===== src/rtl/lowaddr_pkg.sv =====
// Shared types for the low-address burst sequencer.
package lowaddr_pkg;
    typedef enum logic {
        ORD_LINEAR     = 1'b0,
        ORD_INTERLEAVE = 1'b1
    } order_e;
endpackage


===== src/rtl/lowaddr_beat_ctr.sv =====
// Beat counter: clears on a restart and steps by one on an advance.
// Assumes restart and advance are mutually exclusive. Both are already
// qualified by the clock enable.
module lowaddr_beat_ctr #(
    parameter int W = 2
) (
    input  logic         clk,
    input  logic         rst_n,
    input  logic         restart,
    input  logic         advance,
    output logic [W-1:0] beat_q
);
    // Update the beat count; it holds when neither strobe is active.
    always_ff @(posedge clk) begin
        if (!rst_n)       beat_q <= '0;
        else if (restart) beat_q <= '0;
        else if (advance) beat_q <= beat_q + W'(1);
    end

    AST_RESTART_ZERO: assert property (@(posedge clk) disable iff (!rst_n)
        restart |=> (beat_q == '0));
    AST_ADVANCE_STEP: assert property (@(posedge clk) disable iff (!rst_n)
        (advance && !restart) |=> (beat_q == W'($past(beat_q) + W'(1))));
    AST_BEAT_HOLD: assert property (@(posedge clk) disable iff (!rst_n)
        (!advance && !restart) |=> $stable(beat_q));
    AST_RESET_CLEAR: assert property (@(posedge clk)
        !rst_n |=> (beat_q == '0));
endmodule


===== src/rtl/lowaddr_start_reg.sv =====
// Start-offset register: holds the external low bits captured on a load.
// Assumes the capture strobe is already qualified by the clock enable.
module lowaddr_start_reg #(
    parameter int W = 2
) (
    input  logic         clk,
    input  logic         rst_n,
    input  logic         capture,
    input  logic [W-1:0] ext_in,
    output logic [W-1:0] start_q
);
    // Capture the burst start offset on a load.
    always_ff @(posedge clk) begin
        if (!rst_n)       start_q <= '0;
        else if (capture) start_q <= ext_in;
    end

    AST_START_HOLD: assert property (@(posedge clk) disable iff (!rst_n)
        !capture |=> $stable(start_q));
endmodule


===== src/rtl/lowaddr_order_map.sv =====
// Order mapping: combines the start offset and the beat count into the
// current address. Linear adds them modulo 2**W; interleaved XORs them.
module lowaddr_order_map #(
    parameter int W = 2
) (
    input  lowaddr_pkg::order_e order,
    input  logic [W-1:0]        start,
    input  logic [W-1:0]        beat,
    output logic [W-1:0]        addr
);
    // Pick the sequence rule for the selected order.
    always_comb begin
        case (order)
            lowaddr_pkg::ORD_LINEAR: addr = start + beat;
            default:                 addr = start ^ beat;
        endcase
    end
endmodule


===== src/rtl/lowaddr_burst_seq.sv =====
// Top level of the burst low-address sequencer. It qualifies the
// load/advance strobe with the active-low clock enable, keeps the start
// offset and the beat count, and maps them into the burst address.
// Assumes order_sel is static while bursts are in flight.
module lowaddr_burst_seq #(
    parameter int LOW_BITS = 2
) (
    input  logic                clk,
    input  logic                rst_n,
    input  logic                clk_en_n,
    input  logic                load_n,
    input  logic                order_sel,
    input  logic [LOW_BITS-1:0] ext_low,
    output logic [LOW_BITS-1:0] burst_low,
    output logic [LOW_BITS-1:0] beat_idx
);
    import lowaddr_pkg::*;

    localparam int W = LOW_BITS;

    logic         do_load;
    logic         do_adv;
    logic [W-1:0] start_q;
    order_e       order;

    // Gate the load and advance strobes with the clock enable.
    always_comb begin
        do_load = !clk_en_n && !load_n;
        do_adv  = !clk_en_n &&  load_n;
        order   = order_e'(order_sel);
    end

    lowaddr_start_reg #(.W(W)) u_start (
        .clk(clk), .rst_n(rst_n), .capture(do_load),
        .ext_in(ext_low), .start_q(start_q)
    );

    lowaddr_beat_ctr #(.W(W)) u_beat (
        .clk(clk), .rst_n(rst_n), .restart(do_load),
        .advance(do_adv), .beat_q(beat_idx)
    );

    lowaddr_order_map #(.W(W)) u_map (
        .order(order), .start(start_q), .beat(beat_idx), .addr(burst_low)
    );

    AST_LOAD_START: assert property (@(posedge clk) disable iff (!rst_n)
        (!clk_en_n && !load_n) |=> (burst_low == $past(ext_low)));
    AST_LINEAR_STEP: assert property (@(posedge clk) disable iff (!rst_n)
        (!clk_en_n && load_n && !order_sel) |=>
        (order_sel || burst_low == W'($past(burst_low) + W'(1))));
    AST_INTERLEAVE_STEP: assert property (@(posedge clk) disable iff (!rst_n)
        (!clk_en_n && load_n && order_sel) |=>
        (!order_sel || (burst_low ^ $past(burst_low)) == (beat_idx ^ $past(beat_idx))));
    AST_STALL_FREEZE: assert property (@(posedge clk) disable iff (!rst_n)
        clk_en_n |=> ($stable(beat_idx) && (order_sel != $past(order_sel) || $stable(burst_low))));
    AST_RESET_ADDR: assert property (@(posedge clk)
        !rst_n |=> (burst_low == '0));
endmodule


===== config.mk =====
export PLATFORM = sky130hd
export DESIGN_NAME = lowaddr_burst_seq
export DESIGN_NICKNAME = d
export VERILOG_FILES = /design/src/rtl/lowaddr_pkg.sv /design/src/rtl/lowaddr_beat_ctr.sv /design/src/rtl/lowaddr_start_reg.sv /design/src/rtl/lowaddr_order_map.sv /design/src/rtl/lowaddr_burst_seq.sv
export SDC_FILE = /design/constraint.sdc
export NUM_CORES = 1
export LEC_CHECK = 0
export CORE_AREA = 4 4 41 43
export CTS_BUF_LIST = sky130_fd_sc_hd__clkbuf_16
export DETAILED_ROUTE_END_ITERATION = 6
export DIE_AREA = 0 0 45 47
export DONT_BUFFER_PORTS = 1
export GPL_TIMING_DRIVEN = 0
export SLEW_MARGIN = 20
export SYNTH_ARGS = -nofsm -noshare
export SYNTH_HDL_FRONTEND = slang
export SYNTH_SLANG_ARGS = --single-unit
export TNS_END_PERCENT = 100

===== constraint.sdc =====
create_clock -name clk -period 0.9 [get_ports clk]
set_clock_uncertainty 0.05 [all_clocks]
set_input_delay 0.18 -clock clk [delete_from_list [all_inputs] [get_ports clk]]
set_output_delay 0.18 -clock clk [all_outputs]
set_load 0.005 [all_outputs]

==> metrics <==
DR vias/cell 4.27; fin cells 41; PwrDens between 2000 and 3000 nW/um^2; total congestion overflow 0; placed insts 37; clock tree buffer depth 2; Total Nets Final 35; standard-cell rows 13; min cycle time layout 1.22 ns; clk sinks 4; crit path kind reg -> out; initial drt markers 1; TritonCTS clock tree built; sequential share of power 0.209; DIE HEIGHT around 47 um; drt pass-1 iters 2; FF+latch count, synth 4; routed len/inst 11.3 um; Distinct cells, synth 13; RSZ-0062 raised after global routing true; crit end category output port; share of post-route cells with drive strength above 1 0.385; core area 1300 sq um; register area share after synthesis 0.388; Post-CTS Hold Buffers 0; WHS 0.0462 ns; failing checks setup timing; Setup violations, final 2; syn_nets 30; Hold Path Class in -> reg; dpl ws -0.116 ns; Worst-Margin Slew 0.172 ns; Gate Count Post-Synth 22; sequential cell area between 80 and 90 sq um; DP Wirelength 356 um; worst-path cell chain ha_4 -> nor2b_4 -> xnor2_2; switching pwr between 0.15 and 0.2 mW; Final Hold Vio Count 0; final wirelength 462 um; Worst-Skew Late Latency 0.23 ns; Internal Pwr Total between 0.7 and 0.8 mW; Fin Setup TNS -0.519 ns; Area growth, synth to finish 66.7%; post-detailed-route count of antenna-violating nets 0; vias in the first global route 183; synthesis warning total 0; number of remaining DRC errors 0; IO Port Bufs 0; CP Data Arrival Time 0.99 ns; gr usage total 0.0568; switching share of power 0.167; Max Cap Viol 0; last weighted congestion value of the routability-driven placer 0.612; ant diodes 0; power share of the clock group 0.751; Slew headroom 0.885; footprint of the multi-input gates 161 sq um; Comb power frac 0.040; crit share post-route 1.36; Mapped Area 206 sq um; Max VDD drop between 0.7 and 0.8 mV; Fillers 146; Startpoint Class flop; Crit path required time about 0.67 ns; Leak 0.122 nW; initial antenna violation count 0; initial core utilization 0.159; Setup WS post-layout -0.324 ns; Max Slew Vio Count 0; worst stage delay on the critical path 0.39 ns; htree depth 1; CTS Root Buffer Type clkbuf_16; max frequency 0.817 GHz; total CTS buffers 3; Die ar. 2120 sq um; clock-pin slew on the worst setup and hold paths 0.03 ns; first-pass GRT wire length 745 um; worst-path maximum fanout 6; syn_area_per_cell 9.38 sq um; vias 175; Slowest cell on crit path dfxtp_4; die width 45 um; status finished with violations; largest net degree at the start of global routing 8; IO Count 11; post-CTS setup buffer count 0
kinds of logic after synthesis:
group / Yosys count / synth area share
DFF: 4 / 0.388
and+or+nand+nor: 8 / 0.261
xor gates and xnor gates: 2 / 0.0849
AOI/OAI and AO/OA: 7 / 0.206
adders and majority gates: 1 / 0.0606
synth_stat cells:
library cell  n  area [sq um]
ha_1          1          12.5
xnor2_1       2          17.5
a21boi_0      2          15.0
nor3b_2       1          12.5
o21ai_1       1          5.00
nand2_1       2          7.51
a21oi_1       1          5.00
nor2b_1       3          18.8
nand4bb_1     1          11.3
dfxtp_1       4          80.1
o21ai_0       2          10.0
nor2_1        1          3.75
a21boi_1      1          7.51
power by group through the flow:
stage / Sequential, mW / Clock (mW) / Combinational (mW)
global route: 0.199 / 0.743 / 0.0418
detailed placement: 0.199 / 0 / 0.0355
global placement: 0.198 / 0 / 0.0351
floorplan: 0.196 / 0 / 0.0319
finish: 0.197 / 0.707 / 0.0374
CTS: 0.196 / 0.728 / 0.0365
cells in the final DEF, fill, tap and decap left out:
| cell type | synthesis | routed |
|---|---|---|
| ha_4 | 0 | 1 |
| a21boi_1 | 1 | 1 |
| xnor2_2 | 0 | 2 |
| nand2_1 | 2 | 2 |
| nor3b_2 | 1 | 1 |
| nand4bb_1 | 1 | 1 |
| nor2b_4 | 0 | 1 |
| nor2b_1 | 3 | 2 |
| dfxtp_1 | 4 | 2 |
| o21ai_0 | 2 | 2 |
| dfxtp_2 | 0 | 1 |
| dfxtp_4 | 0 | 1 |
| inv_1 | 0 | 1 |
| a21oi_1 | 1 | 1 |
| o21ai_1 | 1 | 1 |
| a21boi_0 | 2 | 2 |
| nor2_1 | 1 | 1 |
| clkbuf_16 | 0 | 3 |
through the flow:
stage / instance area [sq um] / total power, mW / util
finish: 344 / 0.942 / 0.264
global route: 344 / 0.983 / 0.264
floorplan: 238 / 0.228 / -
detailed placement: 256 / 0.234 / 0.197
CTS: 335 / 0.961 / 0.258
global placement: 256 / 0.233 / 0.197
critical path: cells and delay by family (launching register included):
kind          cells  cell delay (ns)
simple gates      1             0.14
fa+ha+maj         1             0.13
xor+xnor          1             0.12
flops             1             0.39
layer usage:
metal	global-route usage	up-vias	routed length [um]
met2	0.0734	10	191
met3	0.0421	2	63
met5	0	-	0
li1	-	86	-
met4	0.0702	0	19
met1	0.0520	77	188
sequential cells by signal (all words and copies together), names as in the netlist:
signal	flops
u_beat.beat_q	2
u_start.start_q	2
area by class of cell:
class | count | share of cell area
Sequential cell | 4 | 0.247
Multi-Input combinational cell | 18 | 0.469
Clock inverter | 1 | 0.0109
Tap cell | 15 | 0.0545
Clock buffer | 3 | 0.218
what timing repair did:
action / 4_1_cts / 5_1_grt
setup endpoints to repair: 2 / 2
resized for setup: 0 / 2
pin swaps: 1 / 0
worst paths after layout:
check | start | endpoint | slack, ns | cells after the start
min | rst_n | u_beat.beat_q[0] | 0.05 | 1
max reg2reg | u_beat.beat_q[0] | u_beat.beat_q[0] | 0.08 | 3
max | u_beat.beat_q[0] | burst_low[1] | -0.32 | 3
min reg2reg | u_start.start_q[0] | u_start.start_q[0] | 0.47 | 2
(Power assumes the default switching activity.)
